**src/rtl/afifo_pkg.sv**
```systemverilog
package afifo_pkg;
  localparam logic [2:0] A_CTRL  = 3'd0;
  localparam logic [2:0] A_LEVEL = 3'd1;
  localparam logic [2:0] A_ISTA  = 3'd2;
  localparam logic [2:0] A_IEN   = 3'd3;
  localparam logic [2:0] A_TXD   = 3'd4;
  localparam logic [2:0] A_RXD   = 3'd5;
  localparam logic [2:0] A_TXCNT = 3'd6;
  localparam logic [2:0] A_RXCNT = 3'd7;

  localparam int unsigned IRQ_RXA = 0;
  localparam int unsigned IRQ_TXE = 4;
  localparam int unsigned IRQ_UND = 6;
  localparam int unsigned IRQ_W   = 8;

  localparam int unsigned CTRL_FTX = 8;
  localparam int unsigned CTRL_FRX = 9;

  localparam int unsigned SAMPLE_W = 16;
endpackage

```
**src/rtl/afifo_sync_fifo.sv**
```systemverilog
module afifo_sync_fifo #(
  parameter int unsigned WIDTH = 16,
  parameter int unsigned DEPTH = 32,
  localparam int unsigned AW = $clog2(DEPTH),
  localparam int unsigned CW = $clog2(DEPTH + 1)
) (
  input  logic             clk,
  input  logic             rst_n,
  input  logic             clr,
  input  logic             push,
  input  logic [WIDTH-1:0] push_data,
  input  logic             pop,
  output logic [WIDTH-1:0] head,
  output logic [CW-1:0]    count,
  output logic             empty,
  output logic             full
);
  logic [WIDTH-1:0] mem [DEPTH];
  logic [AW-1:0]    wp, rp;
  logic             push_ok, pop_ok;

  assign empty   = (count == '0);
  assign full    = (count == CW'(DEPTH));
  assign push_ok = push && !full && !clr;
  assign pop_ok  = pop && !empty && !clr;
  assign head    = mem[rp];

  always_ff @(posedge clk) begin
    if (push_ok) mem[wp] <= push_data;
  end

  always_ff @(posedge clk) begin
    if (!rst_n || clr) begin
      wp    <= '0;
      rp    <= '0;
      count <= '0;
    end else begin
      if (push_ok) wp <= wp + 1'b1;
      if (pop_ok)  rp <= rp + 1'b1;
      case ({push_ok, pop_ok})
        2'b10:   count <= count + 1'b1;
        2'b01:   count <= count - 1'b1;
        default: count <= count;
      endcase
    end
  end

  p_count_bound_r2: assert property (@(posedge clk) disable iff (!rst_n)
    count <= CW'(DEPTH));
  p_push_grows_r2: assert property (@(posedge clk) disable iff (!rst_n)
    (push && !pop && !full && !clr) |=> count == $past(count) + 1'b1);
  p_flush_empties_r9: assert property (@(posedge clk) disable iff (!rst_n)
    clr |=> empty);
endmodule

```
**src/rtl/afifo_irq.sv**
```systemverilog
module afifo_irq import afifo_pkg::*; (
  input  logic              clk,
  input  logic              rst_n,
  input  logic              set_rxa,
  input  logic              set_txe,
  input  logic              set_und,
  input  logic              clr_we,
  input  logic [IRQ_W-1:0]  clr_mask,
  input  logic [IRQ_W-1:0]  ien,
  output logic [IRQ_W-1:0]  ista,
  output logic              irq
);
  logic [IRQ_W-1:0] set_vec, clr_vec;

  always_comb begin
    set_vec          = '0;
    set_vec[IRQ_RXA] = set_rxa;
    set_vec[IRQ_TXE] = set_txe;
    set_vec[IRQ_UND] = set_und;
    clr_vec          = clr_we ? clr_mask : '0;
  end

  always_ff @(posedge clk) begin
    if (!rst_n) ista <= '0;
    else        ista <= (ista & ~clr_vec) | set_vec;
  end

  assign irq = |(ista & ien);

  p_underrun_sets_r6: assert property (@(posedge clk) disable iff (!rst_n)
    set_und |=> ista[IRQ_UND]);
  p_set_beats_clear_r7: assert property (@(posedge clk) disable iff (!rst_n)
    (clr_we && clr_mask[IRQ_TXE] && set_txe) |=> ista[IRQ_TXE]);
endmodule

```
**src/rtl/audio_sample_fifo.sv**
```systemverilog
module audio_sample_fifo import afifo_pkg::*; #(
  parameter int unsigned TX_DEPTH = 128,
  parameter int unsigned RX_DEPTH = 32,
  parameter int unsigned CNT_W    = 32,
  parameter int unsigned LVL_W    = 7,
  parameter int unsigned LVL_RST  = 64,
  localparam int unsigned TX_CW = $clog2(TX_DEPTH + 1),
  localparam int unsigned RX_CW = $clog2(RX_DEPTH + 1)
) (
  input  logic        clk,
  input  logic        rst_n,
  input  logic        host_wr,
  input  logic        host_rd,
  input  logic [2:0]  host_addr,
  input  logic [31:0] host_wdata,
  output logic [31:0] host_rdata,
  output logic        tx_valid,
  input  logic        tx_ready,
  output logic [15:0] tx_sample,
  input  logic        rx_valid,
  output logic        rx_ready,
  input  logic [15:0] rx_sample,
  output logic        irq
);
  logic [LVL_W-1:0] lvl;
  logic             ftx, frx;
  logic [IRQ_W-1:0] ien, ista;
  logic [CNT_W-1:0] tx_cnt_smp, rx_cnt_smp;
  logic [TX_CW-1:0] tx_cnt, tx_free;
  logic [RX_CW-1:0] rx_cnt;
  logic             tx_empty, tx_full, rx_empty, rx_full;
  logic [SAMPLE_W-1:0] rx_head;
  logic             tx_hs, rx_hs, rd_rxd;
  logic [31:0]      level_word, ctrl_word;

  assign tx_hs   = tx_valid && tx_ready;
  assign rx_hs   = rx_valid && rx_ready;
  assign rd_rxd  = host_rd && (host_addr == A_RXD);
  assign tx_valid = !tx_empty && !ftx;
  assign rx_ready = !rx_full && !frx;
  assign tx_free = TX_CW'(TX_DEPTH) - tx_cnt;

  afifo_sync_fifo #(.WIDTH(SAMPLE_W), .DEPTH(TX_DEPTH)) u_txq (
    .clk(clk), .rst_n(rst_n), .clr(ftx),
    .push(host_wr && (host_addr == A_TXD)), .push_data(host_wdata[31:16]),
    .pop(tx_hs), .head(tx_sample), .count(tx_cnt),
    .empty(tx_empty), .full(tx_full));

  afifo_sync_fifo #(.WIDTH(SAMPLE_W), .DEPTH(RX_DEPTH)) u_rxq (
    .clk(clk), .rst_n(rst_n), .clr(frx),
    .push(rx_hs), .push_data(rx_sample),
    .pop(rd_rxd), .head(rx_head), .count(rx_cnt),
    .empty(rx_empty), .full(rx_full));

  afifo_irq u_irq (
    .clk(clk), .rst_n(rst_n),
    .set_rxa(!rx_empty),
    .set_txe(32'(tx_free) > 32'(lvl)),
    .set_und(tx_ready && !tx_valid),
    .clr_we(host_wr && (host_addr == A_ISTA)),
    .clr_mask(host_wdata[IRQ_W-1:0]),
    .ien(ien), .ista(ista), .irq(irq));

  always_ff @(posedge clk) begin
    if (!rst_n) begin
      lvl <= LVL_W'(LVL_RST);
      ftx <= 1'b0;
      frx <= 1'b0;
      ien <= '0;
    end else if (host_wr) begin
      case (host_addr)
        A_CTRL: begin
          lvl <= host_wdata[LVL_W-1:0];
          ftx <= host_wdata[CTRL_FTX];
          frx <= host_wdata[CTRL_FRX];
        end
        A_IEN:   ien <= host_wdata[IRQ_W-1:0];
        default: ;
      endcase
    end
  end

  always_ff @(posedge clk) begin
    if (!rst_n) begin
      tx_cnt_smp <= '0;
      rx_cnt_smp <= '0;
    end else begin
      if (host_wr && host_addr == A_TXCNT) tx_cnt_smp <= host_wdata[CNT_W-1:0];
      else if (tx_hs)                      tx_cnt_smp <= tx_cnt_smp + 1'b1;
      if (host_wr && host_addr == A_RXCNT) rx_cnt_smp <= host_wdata[CNT_W-1:0];
      else if (rx_hs)                      rx_cnt_smp <= rx_cnt_smp + 1'b1;
    end
  end

  always_comb begin
    level_word        = '0;
    level_word[23:16] = 8'(tx_free);
    level_word[5:0]   = 6'(rx_cnt);
    ctrl_word         = '0;
    ctrl_word[LVL_W-1:0] = lvl;
    ctrl_word[CTRL_FTX]  = ftx;
    ctrl_word[CTRL_FRX]  = frx;
  end

  always_ff @(posedge clk) begin
    if (!rst_n) begin
      host_rdata <= '0;
    end else if (host_rd) begin
      case (host_addr)
        A_CTRL:  host_rdata <= ctrl_word;
        A_LEVEL: host_rdata <= level_word;
        A_ISTA:  host_rdata <= 32'(ista);
        A_IEN:   host_rdata <= 32'(ien);
        A_RXD:   host_rdata <= rx_empty ? 32'd0 : {rx_head, 16'h0000};
        A_TXCNT: host_rdata <= 32'(tx_cnt_smp);
        A_RXCNT: host_rdata <= 32'(rx_cnt_smp);
        default: host_rdata <= '0;
      endcase
    end
  end

  p_empty_read_zero_r11: assert property (@(posedge clk) disable iff (!rst_n)
    (rd_rxd && rx_empty) |=> host_rdata == 32'd0);
  p_tx_hold_r12: assert property (@(posedge clk) disable iff (!rst_n)
    (tx_valid && !tx_ready && !(host_wr && host_addr == A_CTRL))
      |=> tx_valid && $stable(tx_sample));
  p_rx_full_stall_r12: assert property (@(posedge clk) disable iff (!rst_n)
    rx_full |-> !rx_ready);
endmodule

```
**config.mk**
```make
export PLATFORM = sky130hd
export DESIGN_NAME = audio_sample_fifo
export DESIGN_NICKNAME = d
export VERILOG_FILES = /design/src/rtl/afifo_pkg.sv /design/src/rtl/afifo_sync_fifo.sv /design/src/rtl/afifo_irq.sv /design/src/rtl/audio_sample_fifo.sv
export SDC_FILE = /design/constraint.sdc
export NUM_CORES = 2
export LEC_CHECK = 0
export ABC_AREA = 1
export BUFFER_PORTS_ARGS = -buffer_cell sky130_fd_sc_hd__buf_2
export CORE_MARGIN = 2
export CORE_UTILIZATION = 60
export CTS_CLUSTER_SIZE = 8
export DETAILED_ROUTE_END_ITERATION = 10
export PLACE_DENSITY_LB_ADDON = 0.3
export SYNTH_ARGS = -nofsm -noshare
export SYNTH_HDL_FRONTEND = slang
export SYNTH_SLANG_ARGS = --single-unit
export TNS_END_PERCENT = 20
```
**constraint.sdc**
```tcl
create_clock -name clk -period 4.7 [get_ports clk]
set_input_delay 0.47 -clock clk [delete_from_list [all_inputs] [get_ports clk]]
set_output_delay 0.47 -clock clk [all_outputs]
set_load 0.02 [all_outputs]
```
==> impl_metrics.env <==
export IMPL_syn_nets=9915
export IMPL_dp_hpwl_um=178000
export IMPL_power_mw=62.9
export IMPL_max_freq_ghz=0.217
export IMPL_area_growth_pct=12.9
export IMPL_min_from="host_wdata[19]"
export IMPL_r2r_cells=13
export IMPL_port_buffers=107
export IMPL_firstDrtPassIters=6
export IMPL_antenna_found_initial=7
export IMPL_clock_sinks=2731
export IMPL_rrSetupSlack_ns=1.01
export IMPL_gr_usage_all_layers_pct=32.4
export IMPL_grt_pass1_vias=76736
export IMPL_worstMarginPinSlew_ns=1.22
export IMPL_die_x_um=437
export IMPL_rsz0062_at_grt="false"
export IMPL_cts_buffer_depth=4
export IMPL_place_inst=12112
export IMPL_grt_pass1_wl_um=467000
export IMPL_r2r_start="u_txq.count[0]"
export IMPL_drv_slew=0
export IMPL_nets=10133
export IMPL_async_flop_share_pct=0
export IMPL_powerDensity_mw_per_mm2=496
export IMPL_clkLatencyLatePin_ns=0.97
export IMPL_worstSetupEndpointType="output pin"
export IMPL_wl_um=318000
export IMPL_avgSynthCellArea_sq_um=11.4
export IMPL_relSlewSlack_pct=18.7
export IMPL_fin_crit_ns=4.61
export IMPL_finish_instance_area_sq_mm=0.127
export IMPL_ys_ff_latch=2731
export IMPL_coreArea_sq_mm=0.186
export IMPL_cp_start_kind="register"
export IMPL_cts_clk_slew_worst_paths_ns=0.05
export IMPL_path_class="register to output pin"
export IMPL_final_antenna_net_count=0
export IMPL_crit_fanout=84
export IMPL_required_ns=4.23
export IMPL_synthFlopType="edfxtp_1"
export IMPL_min_path_cells=1
export IMPL_synth_area_sq_mm=0.112
export IMPL_die_h_um=437
export IMPL_p_leak_nw=44.9
export IMPL_synth_cell_types=47
export IMPL_grt_max_degree=207
export IMPL_vias=80208
export IMPL_instances_no_fill=12625
export IMPL_post_dp_cell_area_sq_mm=0.116
export IMPL_hold_viol_final=0
export IMPL_clock_skew_ns=0.0669
export IMPL_fin_crit_sh_pct=98.1
export IMPL_wl_per_cell_um=25.2
export IMPL_overflow=0
export IMPL_vdd_ir_drop_max_mv=0.403
export IMPL_ys_seq_area_share_pct=71.4
export IMPL_io_pins=108
export IMPL_vias_per_cell=6.35
export IMPL_cts_tree="done"
export IMPL_yosysWarnings=0
export IMPL_drc=0
export IMPL_row_count=158
export IMPL_syn_inst=9835
export IMPL_gp_congestion=0.981
export IMPL_numCtsBuffers=392
export IMPL_drive_gt1_share_pct=8.88
export IMPL_critPathArrivalTime_ns=4.14
export IMPL_timing_rr_end="u_txq.mem[39][10]"
export IMPL_status="complete, no violations"
export IMPL_die_area_sq_mm=0.191
export IMPL_drt_iter0_markers=12959
export IMPL_cts_root_buf="clkbuf_16"
export IMPL_fin_tns_setup_ns=0
export IMPL_start_util_pct=60.5
export IMPL_cap_viol_max_count=0
export IMPL_hold_class="primary input to register"
export IMPL_holdPathEnd="u_txq.mem[74][3]"
export IMPL_setup_violations_final=0
export IMPL_htree_levels=5
export IMPL_synth_edf_count=2560
==> per-layer routing <==
layer  track usage [%]  share of wire, %  up-vias
met2              49.2                46     5662
met4              14.1               4.6        4
met1              45.0                37    38580
met5                 0            0.0079        -
li1                  -                 -    35110
met3              7.63                13      852
==> cells in the final DEF (no fill, tap or decap), drive strengths merged, types with 3 or more instances in the layout <==
master	n
xor2	50
o211ai	18
clkinv	9
nor3	44
xnor2	24
buf	417
nand2	2108
nor4	5
or2	3
dfxtp	171
dlygate4sd3	17
inv	423
a221oi	4
nand4	15
nand3b	3
o22ai	366
nor2	990
a22oi	21
clkbuf	477
o21ai	868
ha	23
o31ai	3
nand3	1294
a31oi	26
edfxtp	2560
a21oi	193
nor3b	3
==> Yosys cell counts, types with 2 or more instances <==
master    instances  area (sq um)
nand3_2           9          90.1
nor4_1            4          25.0
nand3b_1          3          22.5
o21ai_1           7          35.0
buf_4            40           300
xnor2_1          24           210
nand4_1          14          87.6
or2_2             3          18.8
nand2_2           8          50.1
a22oi_1          21           158
o21ai_0         861          4310
clkbuf_1        315          1180
buf_2           195           976
a21oi_1         192           961
nand2_1        2099          7880
clkinv_1          6          22.5
xor2_1           50           438
nor3_2            2          20.0
nand3_1        1285          6430
nor3_1           42           210
buf_6            10           113
nor2_2           12          75.1
o22ai_1         366          2290
dfxtp_1         171          3420
buf_1            53           199
edfxtp_1       2560         76900
inv_2            11          41.3
and2_1            2          12.5
ha_1             23           288
o211ai_1         18           135
nor2_1          974          3660
nor2_4            4          45.0
a21boi_0          2          15.0
a31oi_1          26           163
a221oi_1          4          35.0
nor3b_1           3          22.5
o31ai_1           3          22.5
inv_1           404          1520
==> how the worst max path moves through the flow <==
stage | slack [ns] | startpoint | endpoint | cells past startpoint
floorplan | 1.64 | u_txq.count[0] | u_txq.mem[95][0] | 11
global placement | 0.74 | host_addr[1] | u_txq.mem[39][13] | 10
detailed placement | 0.74 | host_addr[1] | u_txq.mem[39][7] | 10
CTS | 0.04 | register | tx_sample[2] | 11
global route | 0.05 | register | tx_sample[8] | 12
finish | 0.09 | register | tx_sample[12] | 12
==> registers in the layout (all words and copies together), names as in the netlist, 8 cells and up, named ones only <==
name	cells
tx_cnt_smp	32
rx_cnt_smp	32
ien	8
u_txq.count	8
u_irq.ista	8
u_txq.mem	2048
u_rxq.mem	512
host_rdata	32
==> timing repair <==
action	CTS	global route
hold buffers	17	0
setup endpoints to repair	0	15
endpoints found under the hold margin	55	0
gates resized for setup	0	6
buffers inserted	0	7
==> worst max-delay path, stage by stage, from the launching register on <==
cell and delay (ns):
dfxtp_4 0.49, inv_16 0.28, buf_12 0.34, buf_12 0.30, o21ai_0 0.15, o22ai_1 0.15
nand2_1 0.10, nand3_1 0.19, nand3_1 0.29, nand3_1 0.19, nand3_1 0.09, nand2_1 0.20
buf_2 0.21
==> stage by stage <==
step	util, %	setup slack (ns)	hold slack, ns
floorplan	-	1.64	0.432
global route	68.3	0.0461	0.0392
CTS	68.2	0.0369	0.00561
detailed placement	62.6	0.737	0.450
finish	68.3	0.0895	0.0553
global placement	62.6	0.739	0.443
==> power by group <==
| group | switching [mW] | total, mW | internal [mW] |
|---|---|---|---|
| combinational | 8.25 | 11.6 | 3.33 |
| clock | 9.46 | 24.4 | 14.9 |
| sequential | 0.193 | 27.0 | 26.8 |
| total | 17.9 | 62.9 | 45.0 |
==> area by class of cell <==
cell class,count,area (sq um)
Fill cell,12659,58900
Timing Repair Buffer,436,3710
Sequential cell,2731,80300
Clock buffer,475,10200
Antenna cell,2,5.00
Tap cell,2480,3100
Timing Repair inverter,1,11.3
Inverter,422,1640
Multi-Input combinational cell,6069,27800
Clock inverter,9,82.6
==> kinds of logic (layout without fill, tap and decap cells) <==
family | Yosys count | in the layout | share of synthesized area [%]
and+or+nand+nor | 4468 | 4468 | 16.6
AOI/OAI and AO/OA | 1504 | 1504 | 7.25
other | 0 | 2 | 0
DFF | 2731 | 2731 | 71.4
buffers and inverters | 1035 | 1343 | 3.87
adders and majority gates | 23 | 23 | 0.256
xor gates and xnor gates | 74 | 74 | 0.576
No activity file was read; power rests on OpenSTA's default activity.
